File: config.mk
export PLATFORM = sky130hd
export DESIGN_NAME = tgt_insn_cache
export DESIGN_NICKNAME = d
export VERILOG_FILES = /design/src/rtl/tic_pkg.sv /design/src/rtl/tic_tag_match.sv /design/src/rtl/tic_victim.sv /design/src/rtl/tgt_insn_cache.sv
export SDC_FILE = /design/constraint.sdc
export NUM_CORES = 2
export LEC_CHECK = 0
export CORE_MARGIN = 1
export CORE_UTILIZATION = 25
export CTS_BUF_LIST = sky130_fd_sc_hd__clkbuf_8
export CTS_CLUSTER_DIAMETER = 50
export DETAILED_ROUTE_END_ITERATION = 8
export DONT_BUFFER_PORTS = 1
export PLACE_DENSITY = 0.4
export SLEW_MARGIN = 20
export SYNTH_ARGS = -nofsm -noshare
export SYNTH_HDL_FRONTEND = slang
export SYNTH_SLANG_ARGS = --single-unit
File: constraint.sdc
create_clock -name clk_i -period 8.4 [get_ports clk_i]
set_clock_uncertainty 0.15 [all_clocks]
set_input_delay 0.84 -clock clk_i [delete_from_list [all_inputs] [get_ports clk_i]]
set_output_delay 0.84 -clock clk_i [all_outputs]
set_load 0.02 [all_outputs]
File: src/rtl/tic_pkg.sv
package tic_pkg;
  localparam int unsigned WORD_LSB = 2;

  typedef enum logic [1:0] {
    UPD_NONE,
    UPD_REFRESH,
    UPD_ALLOC,
    UPD_DROP
  } upd_op_e;
endpackage

File: src/rtl/tic_tag_match.sv
module tic_tag_match #(
  parameter int unsigned ENTRIES = 8,
  parameter int unsigned TAG_W   = 30,
  localparam int unsigned IDX_W  = (ENTRIES > 1) ? $clog2(ENTRIES) : 1
) (
  input  logic [ENTRIES-1:0] vld_i,
  input  logic [TAG_W-1:0]   tags_i [ENTRIES],
  input  logic [TAG_W-1:0]   key_i,
  output logic               hit_o,
  output logic [IDX_W-1:0]   idx_o
);
  logic [ENTRIES-1:0] match;

  for (genvar g = 0; g < ENTRIES; g++) begin : g_cmp
    assign match[g] = vld_i[g] && (tags_i[g] == key_i);
  end

  // tags are kept unique, so at most one bit is set
  always_comb begin
    idx_o = '0;
    for (int i = 0; i < ENTRIES; i++) begin
      if (match[i]) idx_o = IDX_W'(i);
    end
  end

  assign hit_o = |match;
endmodule

File: src/rtl/tic_victim.sv
module tic_victim #(
  parameter int unsigned ENTRIES = 8,
  localparam int unsigned IDX_W  = (ENTRIES > 1) ? $clog2(ENTRIES) : 1
) (
  input  logic               clk_i,
  input  logic               rst_ni,
  input  logic [ENTRIES-1:0] vld_i,
  input  logic               alloc_i,
  output logic [IDX_W-1:0]   alloc_idx_o,
  output logic [IDX_W-1:0]   ptr_o
);
  logic             full;
  logic [IDX_W-1:0] free_idx;
  logic [IDX_W-1:0] ptr_q;

  // lowest-numbered invalid slot
  always_comb begin
    free_idx = '0;
    for (int i = ENTRIES - 1; i >= 0; i--) begin
      if (!vld_i[i]) free_idx = IDX_W'(i);
    end
  end

  assign full        = &vld_i;
  assign alloc_idx_o = full ? ptr_q : free_idx;
  assign ptr_o       = ptr_q;

  always_ff @(posedge clk_i or negedge rst_ni) begin
    if (!rst_ni) begin
      ptr_q <= '0;
    end else if (alloc_i && full) begin
      ptr_q <= (ptr_q == IDX_W'(ENTRIES - 1)) ? '0 : ptr_q + IDX_W'(1);
    end
  end
endmodule

File: src/rtl/tgt_insn_cache.sv
module tgt_insn_cache
  import tic_pkg::*;
#(
  parameter int unsigned ADDR_W  = 32,
  parameter int unsigned DATA_W  = 32,
  parameter int unsigned ENTRIES = 8,
  localparam int unsigned TAG_W  = ADDR_W - WORD_LSB,
  localparam int unsigned IDX_W  = (ENTRIES > 1) ? $clog2(ENTRIES) : 1
) (
  input  logic              clk_i,
  input  logic              rst_ni,
  input  logic              fetch_valid_i,
  input  logic [ADDR_W-1:0] fetch_addr_i,
  input  logic              upd_valid_i,
  input  logic [ADDR_W-1:0] upd_branch_addr_i,
  input  logic              upd_taken_i,
  input  logic [ADDR_W-1:0] upd_target_addr_i,
  input  logic [DATA_W-1:0] upd_insn0_i,
  input  logic [DATA_W-1:0] upd_insn1_i,
  output logic              hit_o,
  output logic [DATA_W-1:0] insn0_o,
  output logic [DATA_W-1:0] insn1_o,
  output logic [ADDR_W-1:0] cont_addr_o
);
  logic [ENTRIES-1:0] vld_q;
  logic [TAG_W-1:0]   tag_q  [ENTRIES];
  logic [TAG_W-1:0]   tgt_q  [ENTRIES];
  logic [DATA_W-1:0]  w0_q   [ENTRIES];
  logic [DATA_W-1:0]  w1_q   [ENTRIES];

  logic             f_hit, upd_hit;
  logic [IDX_W-1:0] f_idx, upd_idx, alloc_idx, wr_idx, victim_ptr;
  upd_op_e          op;

  tic_tag_match #(.ENTRIES(ENTRIES), .TAG_W(TAG_W)) u_fetch_match (
    .vld_i (vld_q),
    .tags_i(tag_q),
    .key_i (fetch_addr_i[ADDR_W-1:WORD_LSB]),
    .hit_o (f_hit),
    .idx_o (f_idx)
  );

  tic_tag_match #(.ENTRIES(ENTRIES), .TAG_W(TAG_W)) u_upd_match (
    .vld_i (vld_q),
    .tags_i(tag_q),
    .key_i (upd_branch_addr_i[ADDR_W-1:WORD_LSB]),
    .hit_o (upd_hit),
    .idx_o (upd_idx)
  );

  tic_victim #(.ENTRIES(ENTRIES)) u_victim (
    .clk_i      (clk_i),
    .rst_ni     (rst_ni),
    .vld_i      (vld_q),
    .alloc_i    (op == UPD_ALLOC),
    .alloc_idx_o(alloc_idx),
    .ptr_o      (victim_ptr)
  );

  always_comb begin
    op = UPD_NONE;
    if (upd_valid_i) begin
      if (upd_taken_i) op = upd_hit ? UPD_REFRESH : UPD_ALLOC;
      else if (upd_hit) op = UPD_DROP;
    end
  end

  assign wr_idx = (op == UPD_REFRESH) ? upd_idx : alloc_idx;

  always_ff @(posedge clk_i or negedge rst_ni) begin
    if (!rst_ni) begin
      vld_q <= '0;
    end else begin
      case (op)
        UPD_ALLOC: vld_q[alloc_idx] <= 1'b1;
        UPD_DROP:  vld_q[upd_idx]   <= 1'b0;
        default:   ;
      endcase
    end
  end

  // payload needs no reset: guarded by vld_q
  always_ff @(posedge clk_i) begin
    if (op == UPD_REFRESH || op == UPD_ALLOC) begin
      tag_q[wr_idx] <= upd_branch_addr_i[ADDR_W-1:WORD_LSB];
      tgt_q[wr_idx] <= upd_target_addr_i[ADDR_W-1:WORD_LSB];
      w0_q[wr_idx]  <= upd_insn0_i;
      w1_q[wr_idx]  <= upd_insn1_i;
    end
  end

  assign hit_o       = fetch_valid_i && f_hit;
  assign insn0_o     = hit_o ? w0_q[f_idx] : '0;
  assign insn1_o     = hit_o ? w1_q[f_idx] : '0;
  assign cont_addr_o = hit_o ? {tgt_q[f_idx] + TAG_W'(2), {WORD_LSB{1'b0}}} : '0;
endmodule

== After elaboration in Yosys (flattened, before gate mapping) ==
Memory sizes are Yosys's and may differ from the RTL's.
Cells that the tools add are included.
Storage, ports and cells
  register bits: 251
  memory bits (writable): 752
  input port bits: 165
  output and inout port bits: 97
  word-level logic and storage cells: 113
  memories kept: 3
Memories
  w0_q: depth 8, width 32, rd ports 1, clocked after memory_dff 0, write ports 1, line tgt_insn_cache.sv:28  | logic [DATA_W-1:0] w0_q [ENTRIES];
  w1_q: depth 8, width 32, rd ports 1, clocked after memory_dff 0, write ports 1, line tgt_insn_cache.sv:29  | logic [DATA_W-1:0] w1_q [ENTRIES];
  tgt_q: depth 8, width 30, rd ports 1, clocked after memory_dff 0, write ports 1, line tgt_insn_cache.sv:27  | logic [TAG_W-1:0] tgt_q [ENTRIES];
Operators by class
  add/sub/neg operators: 2
  order comparisons: 6
  equality and inequality tests: 20
  muxes and demuxes: 42
  bitwise gates (word level): 4
  reduce and logical (&&, ||, !) cells: 26
Operators with widths (number)
  $eq A30 B30 Y1: 16
  $bwmux W240: 1
  $mux W32: 3
  $demux W30 S3: 1
  $mux W3: 19
  $add A30 B2 Y30 const B: 1
  $mux W30: 1
  $logic_and A1 B1 Y1: 21
  $mux W2: 8
  $pmux W8 S2: 1
  $reduce_or A8 Y1: 2
  $and A8 B8 Y8: 1
  $lt A3 B4 Y1 const B: 2
  $not A8 Y8: 1
  $or A8 B8 Y8: 1
  $reduce_and A8 Y1: 1
  $demux W1 S3: 2
  $ge A3 B1 Y1 const B: 2
  $mux W1: 6
  $eq A2 B2 Y1 const B: 2
  $ge A4 B4 Y1 const B: 1
  $lt A4 B1 Y1 const B: 1
  $not A3 Y4: 1
  $add A3 B1 Y3 const B: 1
  other kinds (4): 4

== Logic depth before layout (Yosys ltp) ==
  depth in word-level cells: 16
  gate-level depth with buffers: 20
  gate-level depth less buffers: 15

== By module ==
Synthesis repeated with hierarchy kept, for this count alone.
Second synthesis, totals
  cell total of the unflattened synthesis: 2360
  area, all modules: 43062.6 µm²
Modules (own cells, without submodules)
  tgt_insn_cache: times used 1, cells an instance 1617, area each 37064.3 µm², sequential area each 29988.8 µm²
  tic_tag_match: times used 2, cells an instance 359, area each 2876.5 µm², sequential area each 0.0 µm²
  tic_victim: times used 1, cells an instance 25, area each 245.2 µm², sequential area each 75.1 µm²

== Worst setup path after synthesis ==
Ideal clock, no wire load.
  kind: input -> register
  start: input upd_branch_addr_i[9]
  end: register tag_q[0] in the netlist's numbering (enable)
  library setup time: 0.610 ns
  arrival time: 8.238 ns
  data required time: 7.640 ns
  slack: -0.598 ns
  stages on the path: 13
  buffers on the path: 1
  cells stage by stage: clkbuf_1 > xnor2_1 > nand4_1 > or4_1 > nor4_1 > a21boi_0 > o21ai_0 > nand2_1 > nand2_1 > inv_1 > a21oi_1 > nand2_1 > nor2_1
On the way
  word-level cells in the longest chain between the ends: 8
  elaborated cells between the ends (all ways): 24
  those cells by class: eq/ne: 10; mux: 4; reduce/logical: 10
Ends and longest elaborated chain
  from (decl): line tgt_insn_cache.sv:15  | input logic [ADDR_W-1:0] upd_branch_addr_i,
  $eq A30 B30 Y1: line tic_tag_match.sv:15  | assign match[g] = vld_i[g] && (tags_i[g] == key_i);
  $logic_and A1 B1 Y1: line tic_tag_match.sv:15
  $reduce_or A8 Y1 *: line tic_tag_match.sv:26  | assign hit_o = |match;
  $mux W2 (on tied branches): line tgt_insn_cache.sv:64, tgt_insn_cache.sv:63
  $mux W2 *: line tgt_insn_cache.sv:63  | if (upd_taken_i) op = upd_hit ? UPD_REFRESH : UPD_ALLOC;
  $mux W2 *: line tgt_insn_cache.sv:62  | if (upd_valid_i) begin
  $eq A2 B1 Y1 / $eq A2 B2 Y1 (equally long branches): line tgt_insn_cache.sv:84  | if (op == UPD_REFRESH || op == UPD_ALLOC) begin
  $logic_or A1 B1 Y1 *: line tgt_insn_cache.sv:84
  to (signal, indexed assignment): line tgt_insn_cache.sv:85  | tag_q[wr_idx] <= upd_branch_addr_i[ADDR_W-1:WORD_LSB];
  to (decl): line tgt_insn_cache.sv:26  | logic [TAG_W-1:0] tag_q [ENTRIES];
Every way passes the cells marked *; elsewhere a longest branch is shown, timed or not.
A chain may end at the register's enable or synchronous reset.

== Worst setup path after layout ==
  start: register tag_q[13] in the netlist's numbering
  end: output cont_addr_o[27]
On the way
  word-level cells in the longest chain between the ends: 6
  elaborated cells between the ends (all ways): 8
  those cells by class: add/sub: 1; eq/ne: 1; mux: 2; reduce/logical: 3; memory: 1
Ends and longest elaborated chain
  $eq A30 B30 Y1 *: line tic_tag_match.sv:15
  $logic_and A1 B1 Y1 *: line tic_tag_match.sv:15
  $mux W3: line tic_tag_match.sv:22  | if (match[i]) idx_o = IDX_W'(i);
  $mem_v2 Z8 W30
  $add A30 B2 Y30: line tgt_insn_cache.sv:95  | assign cont_addr_o = hit_o ? {tgt_q[f_idx] + TAG_W'(2), {WORD_LSB{1'b0}}} : '0;
  $mux W32 *: line tgt_insn_cache.sv:95
  to (decl): line tgt_insn_cache.sv:23  | output logic [ADDR_W-1:0] cont_addr_o
Marked as above.

==> results.ini <==
[run_status]
outcome = finished, final reports clean

[drt]
drc = 0
firstDrtPassIters = 5
ant_nets = 0
routedWlPerCell_um = 27.6
routed_wirelength_um = 172000
drtIter0Drc = 2729
vias = 30319
vias_per_cell = 4.89

[synthesis]
synth_area_um2 = 44800
yosysTopAreaCell = edfxtp_1
synthTopCellsByCount = edfxtp_1 (992), nand2_1 (591), nand3_1 (496)
ys_warn_count = 0
synth_flop_cell = edfxtp_1
yosys-top-cells-area = edfxtp_1 (67%), xnor2_1 (7.6%), nand3_1 (5.5%)
syn_inst = 3525
synthSimpleGateAreaFrac_pct = 15.9
yosysTopAreaCellShare_pct = 66.5
synth-seq-cells = 1003
synth_top_family_by_area = simple AND/OR/NAND/NOR gates
synth_edf_count = 992
synth_compound_area_share_pct = 4.25
synthMuxAreaShare_pct = 0.654
synth.avg_cell_area_um2 = 12.7
seq_area_frac_synth_pct = 67.1
yosysUniqueCellTypes = 79
synth-xor-area-share_pct = 9.60
synthAdderAreaFrac_pct = 0.0838
yosysMostFrequentCell = edfxtp_1
synth-async-reset-ratio_pct = 1.10

[layout]
multi_input_area_um2 = 13800
layout-drive-gt1-share_pct = 9.54
syn_to_final_growth_pct = 17.5
fillers = 17898
fin_nets = 3876
post_layout_nonfiller_instances = 6205
final_cell_area_um2 = 52600
utilization_pct = 29.7
ff_latch_area_um2 = 30100

[grt]
antenna_found_initial = 25
grt_max_degree = 160
grt_pass1_vias = 30168
overflow = 0
grt_pass1_wl_um = 237000
grt_usage_pct = 18.7

[worst_setup_path]
r2r_cells = 12
reg2reg_slack_ns = 3.48
critPathKind = reg2out
crit_fanout = 24
worst-endpoint-arrival_ns = 6.87
critPathLaunchType = register
crit_chain = xnor2_1 > nand4_1 > nor4_1 > nand2_1 > buf_4 > o21ai_1 > a211oi_1 > o21ai_1 > a22oi_1 > inv_1 > ha_1 > o31ai_1 > nor4b_2 > nand4_1 > or4_1 > a21oi_1 > buf_4
end_kind = output port
cp_slowest_cell = nor4_1
slowest_delay_ns = 0.92
required_ns = 7.41

[pwr]
total_power_mw = 12.9
pwr_density_cell_nw_per_um2 = 244
max-vdd-ir-drop_uv = 168
leakage_nw = 16.8

[sta]
slew_violations = 0
worst_slew_pin_slew_ns = 1.35
rsz0062_at_grt = false
period_needed_ns = 7.86
fmax_mhz = 127
setup_viol = 0
hold_violations = 0
slew_headroom_pct = 9.87
post-route-period-util_pct = 93.5
setup_slack_ns = 0.544

[place]
dp_hpwl_um = 89800
place_area_um2 = 47700
pre_cts_ws_ns = 1.04
io_buffers = 0
gp_congestion = 0.798
place_inst = 5728

[floorplanning]
rows = 154
initial_utilization_pct = 25.3
die_x_um = 425
io_pins = 262
dieArea_um2 = 181000
die_h_um = 425
design.core.area_um2 = 177000

[cts]
cts_made_buffers = 189
postCtsHoldBufs = 129
cts_setup_buffers = 0
htree_levels = 4
cts.clk_slew.worst_paths_ns = 0.06
clockBufferDepth = 3
cts.sinks = 1003
cts_resized = 0
tritoncts = done
insertion_delay_ns = 0.95
root_buffer = clkbuf_8

[run]
max_cap_viol_count = 0

[min_path]
hold_class = in2async

==> worst paths after layout <==
check,endpoint,start
max in group asynchronous,vld_q[7],rst_ni
min,u_victim.ptr_o[0],rst_ni
min reg2reg,u_victim.ptr_o[1],u_victim.ptr_o[1]
max,cont_addr_o[27],tag_q[13]
max reg2reg,w1_q[0][16],vld_q[6]
min in group clk_i,vld_q[4],upd_valid_i
==> flip-flops by register name, summed over array words and instances (netlist names) <==
signal and count:
w1_q 256, tgt_q 240, vld_q 8, tag_q 240, u_victim.ptr_o 3, w0_q 256
==> per-stage QoR <==
step                setup TNS [ns]  hold WS (ns)
floorplan                  -295.83         0.357
global placement                 0         0.391
detailed placement               0         0.395
CTS                              0        0.0220
global route                     0         0.137
finish                           0         0.161
==> worst max-delay path, delay by kind of cell, from the launching register on <==
family                     cells  cell delay [ns]
buffers and inverters          3             0.65
xor gates and xnor gates       1             0.32
and+or+nand+nor                6             2.97
AOI/OAI and AO/OA              6             1.39
DFF                            1             0.41
adders and majority gates      1             0.17
==> final cells by class <==
cell class	count	share of cell area, %
tap	2340	5.57
multi-input combinational	2289	26.2
clock inverter	149	1.87
timing repair buffer	212	4.04
inverter	13	0.0928
sequential	1003	57.2
clock buffer	192	5.02
antenna	7	0.0333
==> cell usage in the layout, fill, tap and decap left out, drive strengths merged, types with 11 or more instances in the layout <==
cell / count
dlygate4sd3: 129
nor2: 62
a221oi: 18
and2: 15
nor3: 26
clkinv: 61
nor4: 68
inv: 77
nand3: 497
o21ai: 18
a21oi: 139
or4: 16
xnor2: 390
o21a: 11
edfxtp: 992
mux2i: 27
nand4: 158
a211oi: 11
o311ai: 11
clkinvlp: 14
xor2: 98
nand2: 593
clkbuf: 192
dfrtp: 11
buf: 83
a31oi: 14
==> routing by layer <==
metal	track usage [%]	vias up	wire, µm
li1	-	13449	-
met1	24.5	15380	73400
met2	30.5	1163	80900
met3	3.92	325	11600
met4	6.36	2	5510
met5	0	-	12
==> power by group <==
group          internal [mW]  switching (mW)  leakage, nW
Clock                   2.45            2.21         2.01
Sequential              6.29           0.248         9.08
Combinational          0.514            1.15         5.70
Total                   9.25            3.61         16.8
==> kinds of logic after synthesis <==
group / Yosys count
flip-flops: 1003
adder cells (fa/ha/maj): 3
AND/OR/NAND/NOR: 1477
other: 1
XOR/XNOR: 488
multiplexers: 29
buffers and inverters: 234
AO/OA/AOI/OAI: 290
Power figures use the tool's default switching activity.
